==> config.mk <==
export PLATFORM = sky130hd
export DESIGN_NAME = squash_iq
export DESIGN_NICKNAME = d
export VERILOG_FILES = /design/src/rtl/iq_pkg.sv /design/src/rtl/iq_store.sv /design/src/rtl/iq_credit.sv /design/src/rtl/iq_stats.sv /design/src/rtl/squash_iq.sv
export SDC_FILE = /design/constraint.sdc
export NUM_CORES = 1
export LEC_CHECK = 0
export CAP_MARGIN = 10
export CORE_MARGIN = 4
export CORE_UTILIZATION = 43
export DETAILED_ROUTE_END_ITERATION = 16
export MAX_ROUTING_LAYER = met4
export SLEW_MARGIN = 20
export SYNTH_ARGS = -nofsm -noshare
export SYNTH_HDL_FRONTEND = slang
export SYNTH_SLANG_ARGS = --single-unit
==> constraint.sdc <==
create_clock -name clk -period 17.9 [get_ports clk]
set_clock_uncertainty 0.05 [all_clocks]
set_input_delay 3.58 -clock clk [delete_from_list [all_inputs] [get_ports clk]]
set_output_delay 3.58 -clock clk [all_outputs]
set_load 0.03 [all_outputs]
==> src/rtl/iq_pkg.sv <==
`timescale 1ns/1ps
package iq_pkg;
  typedef enum logic {
    WALK_IDLE   = 1'b0,
    WALK_ACTIVE = 1'b1
  } walk_e;

  function automatic int clamp_high(input int v, input int top);
    return (v > top) ? top : v;
  endfunction
endpackage

==> src/rtl/iq_store.sv <==
`timescale 1ns/1ps
module iq_store #(
  parameter int DEPTH  = 8,
  parameter int SEQ_W  = 16,
  parameter int PC_W   = 32,
  parameter int NDST_W = 2
) (
  input  logic                        clk,
  input  logic                        rst,
  input  logic                        push,
  input  logic [SEQ_W-1:0]            push_seq,
  input  logic [PC_W-1:0]             push_pc,
  input  logic [NDST_W-1:0]           push_ndst,
  input  logic                        pop,
  input  logic                        drop_tail,
  output logic                        out_valid,
  output logic [SEQ_W-1:0]            out_seq,
  output logic [PC_W-1:0]             out_pc,
  output logic [NDST_W-1:0]           out_ndst,
  output logic [SEQ_W-1:0]            tail_seq,
  output logic [NDST_W-1:0]           tail_ndst,
  output logic [$clog2(DEPTH+1)-1:0]  count
);
  localparam int PTR_W = (DEPTH > 1) ? $clog2(DEPTH) : 1;
  localparam int CNT_W = $clog2(DEPTH+1);

  logic [SEQ_W-1:0]  mem_seq [DEPTH];
  logic [PC_W-1:0]   mem_pc  [DEPTH];
  logic [NDST_W-1:0] mem_nd  [DEPTH];

  logic [PTR_W-1:0] wr_ptr, rd_ptr, tail_idx;
  logic [CNT_W-1:0] count_nxt;

  assign tail_idx  = (wr_ptr == '0) ? PTR_W'(DEPTH-1) : wr_ptr - 1'b1;
  assign tail_seq  = mem_seq[tail_idx];
  assign tail_ndst = mem_nd[tail_idx];
  assign count_nxt = count + CNT_W'(push) - CNT_W'(pop) - CNT_W'(drop_tail);

  // storage without reset so it maps onto RAM
  always_ff @(posedge clk) begin
    if (push) begin
      mem_seq[wr_ptr] <= push_seq;
      mem_pc[wr_ptr]  <= push_pc;
      mem_nd[wr_ptr]  <= push_ndst;
    end
    if (pop) begin
      out_seq  <= mem_seq[rd_ptr];
      out_pc   <= mem_pc[rd_ptr];
      out_ndst <= mem_nd[rd_ptr];
    end
  end

  always_ff @(posedge clk) begin
    if (rst) begin
      wr_ptr    <= '0;
      rd_ptr    <= '0;
      count     <= '0;
      out_valid <= 1'b0;
    end else begin
      out_valid <= pop;
      count     <= count_nxt;
      if (push)
        wr_ptr <= (wr_ptr == PTR_W'(DEPTH-1)) ? '0 : wr_ptr + 1'b1;
      else if (drop_tail)
        wr_ptr <= tail_idx;
      if (pop)
        rd_ptr <= (rd_ptr == PTR_W'(DEPTH-1)) ? '0 : rd_ptr + 1'b1;
    end
  end


  no_overflow_chk: assert property (@(posedge clk) disable iff (rst)
    push |-> (count < CNT_W'(DEPTH)));

  pop_nonempty_chk: assert property (@(posedge clk) disable iff (rst)
    pop |-> (count != '0));

  drop_nonempty_chk: assert property (@(posedge clk) disable iff (rst)
    drop_tail |-> (count != '0) && !pop && !push);
endmodule

==> src/rtl/iq_credit.sv <==
`timescale 1ns/1ps
module iq_credit #(
  parameter int NUM_PREGS = 16,
  parameter int NDST_W    = 2,
  parameter int REL_W     = 4,
  parameter int FREE_W    = 8
) (
  input  logic                     clk,
  input  logic                     rst,
  input  logic                     debit,
  input  logic [NDST_W-1:0]        debit_cnt,
  input  logic                     sq_credit,
  input  logic [NDST_W-1:0]        sq_cnt,
  input  logic                     rel_valid,
  input  logic [REL_W-1:0]         rel_cnt,
  output logic signed [FREE_W-1:0] free_regs,
  output logic                     blocked
);
  import iq_pkg::*;

  int nxt;

  always_comb begin
    nxt = int'(free_regs);
    if (debit)     nxt = nxt - int'(debit_cnt);
    if (sq_credit) nxt = nxt + int'(sq_cnt);
    if (rel_valid) nxt = nxt + int'(rel_cnt);
    nxt = clamp_high(nxt, NUM_PREGS);
  end

  always_ff @(posedge clk) begin
    if (rst) begin
      free_regs <= FREE_W'(NUM_PREGS);
      blocked   <= 1'b0;
    end else begin
      free_regs <= FREE_W'(nxt);
      blocked   <= (nxt <= 0);
    end
  end


  free_cap_chk: assert property (@(posedge clk) disable iff (rst)
    int'(free_regs) <= NUM_PREGS);

  unblock_chk: assert property (@(posedge clk) disable iff (rst)
    (blocked && !debit && rel_valid && (int'(free_regs) + int'(rel_cnt) > 0)) |=> !blocked);
endmodule

==> src/rtl/iq_stats.sv <==
`timescale 1ns/1ps
module iq_stats #(
  parameter int DEPTH  = 8,
  parameter int STAT_W = 32
) (
  input  logic                       clk,
  input  logic                       rst,
  input  logic [$clog2(DEPTH+1)-1:0] count,
  output logic [STAT_W-1:0]          occ_sum,
  output logic [STAT_W-1:0]          full_cycles
);
  localparam int CNT_W = $clog2(DEPTH+1);

  always_ff @(posedge clk) begin
    if (rst) begin
      occ_sum     <= '0;
      full_cycles <= '0;
    end else begin
      occ_sum     <= occ_sum + STAT_W'(count);
      full_cycles <= full_cycles + STAT_W'(count == CNT_W'(DEPTH));
    end
  end


  occ_accum_chk: assert property (@(posedge clk) disable iff (rst)
    occ_sum == $past(occ_sum) + STAT_W'($past(count)));
endmodule

==> src/rtl/squash_iq.sv <==
`timescale 1ns/1ps
module squash_iq #(
  parameter int DEPTH     = 8,
  parameter int SEQ_W     = 16,
  parameter int PC_W      = 32,
  parameter int NDST_W    = 2,
  parameter int NUM_PREGS = 16,
  parameter int REL_W     = 4,
  parameter int STAT_W    = 32
) (
  input  logic                                          clk,
  input  logic                                          rst,
  input  logic                                          push_valid,
  input  logic [PC_W-1:0]                               push_pc,
  input  logic [NDST_W-1:0]                             push_ndst,
  output logic                                          push_ready,
  output logic [SEQ_W-1:0]                              push_seq,
  input  logic                                          pop_req,
  output logic                                          pop_valid,
  output logic [SEQ_W-1:0]                              pop_seq,
  output logic [PC_W-1:0]                               pop_pc,
  output logic [NDST_W-1:0]                             pop_ndst,
  input  logic                                          squash_req,
  input  logic [SEQ_W-1:0]                              squash_seq,
  output logic                                          squash_busy,
  input  logic                                          release_valid,
  input  logic [REL_W-1:0]                              release_cnt,
  output logic signed [$clog2(NUM_PREGS+1)+NDST_W:0]    free_regs,
  output logic                                          rename_blocked,
  output logic [$clog2(DEPTH+1)-1:0]                    occupancy,
  output logic [STAT_W-1:0]                             occ_sum,
  output logic [STAT_W-1:0]                             full_cycles
);
  import iq_pkg::*;

  localparam int CNT_W  = $clog2(DEPTH+1);
  localparam int FREE_W = $clog2(NUM_PREGS+1) + NDST_W + 1;

  walk_e             walk_q;
  logic [SEQ_W-1:0]  keep_seq_q;
  logic [SEQ_W-1:0]  tail_seq;
  logic [NDST_W-1:0] tail_ndst;
  logic              accept, pop_do, walk_rm;

  assign squash_busy = (walk_q == WALK_ACTIVE);
  assign push_ready  = (occupancy != CNT_W'(DEPTH)) && !rename_blocked && !squash_busy;
  assign accept      = push_valid && push_ready && !squash_req;
  assign pop_do      = pop_req && (occupancy != '0) && !squash_busy && !squash_req;
  assign walk_rm     = squash_busy && (occupancy != '0) && (tail_seq > keep_seq_q);

  always_ff @(posedge clk) begin
    if (rst) begin
      walk_q     <= WALK_IDLE;
      keep_seq_q <= '0;
      push_seq   <= '0;
    end else begin
      if (accept) push_seq <= push_seq + 1'b1;
      if (squash_req) begin
        walk_q     <= WALK_ACTIVE;
        keep_seq_q <= squash_seq;
      end else if (squash_busy && !walk_rm) begin
        walk_q <= WALK_IDLE;
      end
    end
  end

  iq_store #(.DEPTH(DEPTH), .SEQ_W(SEQ_W), .PC_W(PC_W), .NDST_W(NDST_W)) u_store (
    .clk(clk), .rst(rst),
    .push(accept), .push_seq(push_seq), .push_pc(push_pc), .push_ndst(push_ndst),
    .pop(pop_do), .drop_tail(walk_rm),
    .out_valid(pop_valid), .out_seq(pop_seq), .out_pc(pop_pc), .out_ndst(pop_ndst),
    .tail_seq(tail_seq), .tail_ndst(tail_ndst), .count(occupancy)
  );

  iq_credit #(.NUM_PREGS(NUM_PREGS), .NDST_W(NDST_W), .REL_W(REL_W), .FREE_W(FREE_W)) u_credit (
    .clk(clk), .rst(rst),
    .debit(accept), .debit_cnt(push_ndst),
    .sq_credit(walk_rm), .sq_cnt(tail_ndst),
    .rel_valid(release_valid), .rel_cnt(release_cnt),
    .free_regs(free_regs), .blocked(rename_blocked)
  );

  iq_stats #(.DEPTH(DEPTH), .STAT_W(STAT_W)) u_stats (
    .clk(clk), .rst(rst), .count(occupancy),
    .occ_sum(occ_sum), .full_cycles(full_cycles)
  );


  walk_step_chk: assert property (@(posedge clk) disable iff (rst)
    walk_rm |=> (occupancy == $past(occupancy) - 1'b1));

  pop_lockout_chk: assert property (@(posedge clk) disable iff (rst)
    (squash_req || squash_busy) |=> !pop_valid);

  squash_wins_chk: assert property (@(posedge clk) disable iff (rst)
    squash_req |=> (push_seq == $past(push_seq)) && (occupancy <= $past(occupancy)));

  seq_step_chk: assert property (@(posedge clk) disable iff (rst)
    (push_valid && push_ready && !squash_req) |=> (push_seq == $past(push_seq) + 1'b1));
endmodule

==> metrics.cfg <==
[floorplan]
core_um2=56500
pin_count=206
initial_utilization_pct=43.5
die_h_um=247
die_w_um=247
placementRows=87
die_area_um2=61000

[cells_and_area]
fin_area_um2=29600
finalNonFillerCells=2632
drive_gt1_share_pct=17.3
n_fill_cell=4605
area.growth.synth_to_final_pct=20.5
nets=1942

[grt]
grt_use_total_pct=20.6
grt_pass1_wl_um=92900
antenna_found_initial=1
overflow=0
grt_pass1_vias=15000
grt_max_degree=62

[clock_tree]
cts_root_buffer=clkbuf_16
clk_pin_slew_worst_paths_ns=0.07
clock_latency_ns=0.63
cts_max_path_buffers=3
postCtsSetupBuffers=0
hold_buffers=0
cts_buffers=59
postCtsResizedCells=0
cts.htree.levels=2
tritoncts=built
cts_sinks=567

[yosys]
synthFlopType=edfxtp_1
async_reset_ff_share_pct=0
syn_avg_cell_area_um2=15.2
yosysWarnings=0
synth_top_cell_by_area=edfxtp_1
synth_area_leaders=edfxtp_1, mux4_2, dfxtp_1, mux2_2, ha_1
syn_area_um2=24600
syn-num-nets=1729
synthDistinctLibCells=68
synth_top_area_share_pct=55.0
syn_inst=1613
ys_seq_area_share_pct=64.6
ys_seq_elements=567
synth_edf_count=450

[placed_design]
dpl.hpwl_um=37600
dp.cells=2521
post_dp_cell_area_um2=27500
port_buffers=205
gp_congestion=0.892

[pwr]
fin_total_pwr_mw=3.53
p_per_area_nw_per_um2=119
ir_worst_vdd_mv=0.0817
p_leak_nw=9.88

[sta]
setup_violations=0
rsz0062_at_grt=no
fmax_ghz=0.0987
worst_pin_slew_ns=1.03
layout_min_cycle_time_ns=10.13
hold_violations=0
period_share_pct=56.6
timing.hold.ws_ns=0.447
slew_viol_final=0
relSlewSlack_pct=31.5
tns_ns=0

[worst_setup_path]
cp-start-kind=primary input
crit_top_cell=or4_1
crit_family=simple AND/OR/NAND/NOR gates
critPathSlowestCell=clkdlybuf4s50_1
path_buf_inv=3
required_ns=18.41
cp.arrival_ns=10.63
crit_type=in2reg
cp_slowest_stage_delay_ns=0.65
crit_fanout=10
crit_chain=clkdlybuf4s50_1, ha_1, inv_1, fa_1, or4_1, or4_1, xor2_1, a2111o_1, nor2_1, inv_1, ha_1, nor4_1, nand2_1, a41oi_1, a31oi_1, nor4b_4, a211oi_1, or4_1, a211oi_2, a41oi_2, nor3_1
critPathCaptureType=register

[routing]
via_per_inst=5.61
drt-pass1-iter-count=5
drc=0
routed_wl_um=61400
vias=14800
wl_per_cell_um=23.3
postRouteAntennaNets=0
drtIter0Drc=1030

[flow_run]
drv_cap=0

[outcome]
status=finished clean

[min_path]
hold_class=reg2reg

[cell type report]
cell class / count / area (um^2) / area share (%)
diodes: 1 / 2.50 / 0.00846
clock buffers: 78 / 1690 / 5.71
clock inverters: 32 / 409 / 1.38
inverters: 52 / 195 / 0.660
multi-input cells: 916 / 8240 / 27.9
flip-flops and latches: 567 / 15900 / 53.6
well taps: 756 / 946 / 3.20
repair buffers: 230 / 2240 / 7.56
[final timing paths]
path	start	to	slack [ns]	cells after the start
worst max-delay path	push_ndst[0]	u_credit.free_regs[6]	7.77	21
worst min-delay path	keep_seq_q[2]	keep_seq_q[2]	0.45	2
worst max register to register	u_store.wr_ptr[0]	u_credit.free_regs[6]	7.78	32
worst min register to register	keep_seq_q[2]	keep_seq_q[2]	0.45	2
[state kept, by name (all words and copies together) (netlist names)]
register / flops
u_store.mem_pc: 256
u_stats.occ_sum: 32
u_credit.free_regs: 8
u_store.out_ndst: 2
u_store.count: 4
u_store.mem_seq: 128
u_credit.blocked: 1
u_stats.full_cycles: 32
u_store.out_valid: 1
u_store.out_pc: 32
keep_seq_q: 16
u_store.mem_nd: 16
u_store.wr_ptr: 3
squash_busy: 1
u_store.rd_ptr: 3
push_seq: 16
u_store.out_seq: 16
[synth_stat cells, types with 11 or more instances]
| master | n |
|---|---|
| nor3_1 | 29 |
| dfxtp_1 | 117 |
| clkbuf_1 | 55 |
| ha_1 | 50 |
| xor2_1 | 61 |
| a21oi_1 | 41 |
| a211oi_1 | 12 |
| mux2i_1 | 24 |
| xnor2_1 | 26 |
| nand3_1 | 35 |
| nor2b_1 | 16 |
| or3_1 | 16 |
| o21ai_0 | 36 |
| nand4_1 | 29 |
| nor2_1 | 139 |
| a221oi_1 | 12 |
| edfxtp_1 | 450 |
| inv_1 | 49 |
| mux2_2 | 57 |
| buf_1 | 20 |
| nand2_1 | 86 |
| and3_1 | 12 |
| and4_1 | 11 |
| mux4_2 | 118 |
[metrics by stage]
stage                     util, %  worst slack [ns]
final                        52.4              7.77
after global placement       48.7              7.35
after CTS                    52.4              7.81
after detailed placement     48.7              7.21
after floorplan                 -              7.72
after global routing         52.4              6.96
[cells in the final DEF, fill, tap and decap left out, drive strengths merged, types with 21 or more instances in the layout]
master and count:
inv 52, xnor2 27, xor2 61, mux2i 24, mux4 118, edfxtp 450
clkdlybuf4s50 204, a21oi 41, clkinv 21, o21ai 36, clkbuf 78, nor3 29
mux2 57, dfxtp 117, nand4 29, buf 26, nand2 86, nand3 35
ha 50, nor2 139
[worst reg2reg max path, delay by kind of cell (launching register included)]
kind,cells,cell delay [ns]
simple gates,9,3.19
mux,2,0.70
xor+xnor,1,0.20
fa+ha+maj,5,1.54
compound gates,8,1.88
buf+inv,7,2.19
flops,1,0.31
[power by group]
| group | leakage [nW] | switching (mW) | internal, mW |
|---|---|---|---|
| registers | 5.19 | 0.0499 | 1.49 |
| clock network | 1.03 | 0.516 | 0.780 |
| logic | 3.66 | 0.409 | 0.283 |
[per-layer routing]
layer | global-route usage (%) | wire length [um]
met4 | 4.92 | 1140
met5 | - | 0
met2 | 33.7 | 30300
met3 | 3.35 | 3310
met1 | 27.3 | 26600
[cell families (layout without fill, tap and decap cells)]
family,count (synthesis),in the layout,synth area share [%]
and+or+nand+nor,412,412,8.25
buffers and inverters,130,392,2.05
xor gates and xnor gates,88,88,3.17
DFF,567,567,64.6
other,0,1,0
adders and majority gates,56,56,3.04
muxes,199,199,14.4
AOI/OAI and AO/OA,161,161,4.50
Note: power is estimated with default switching activity, not from simulation.
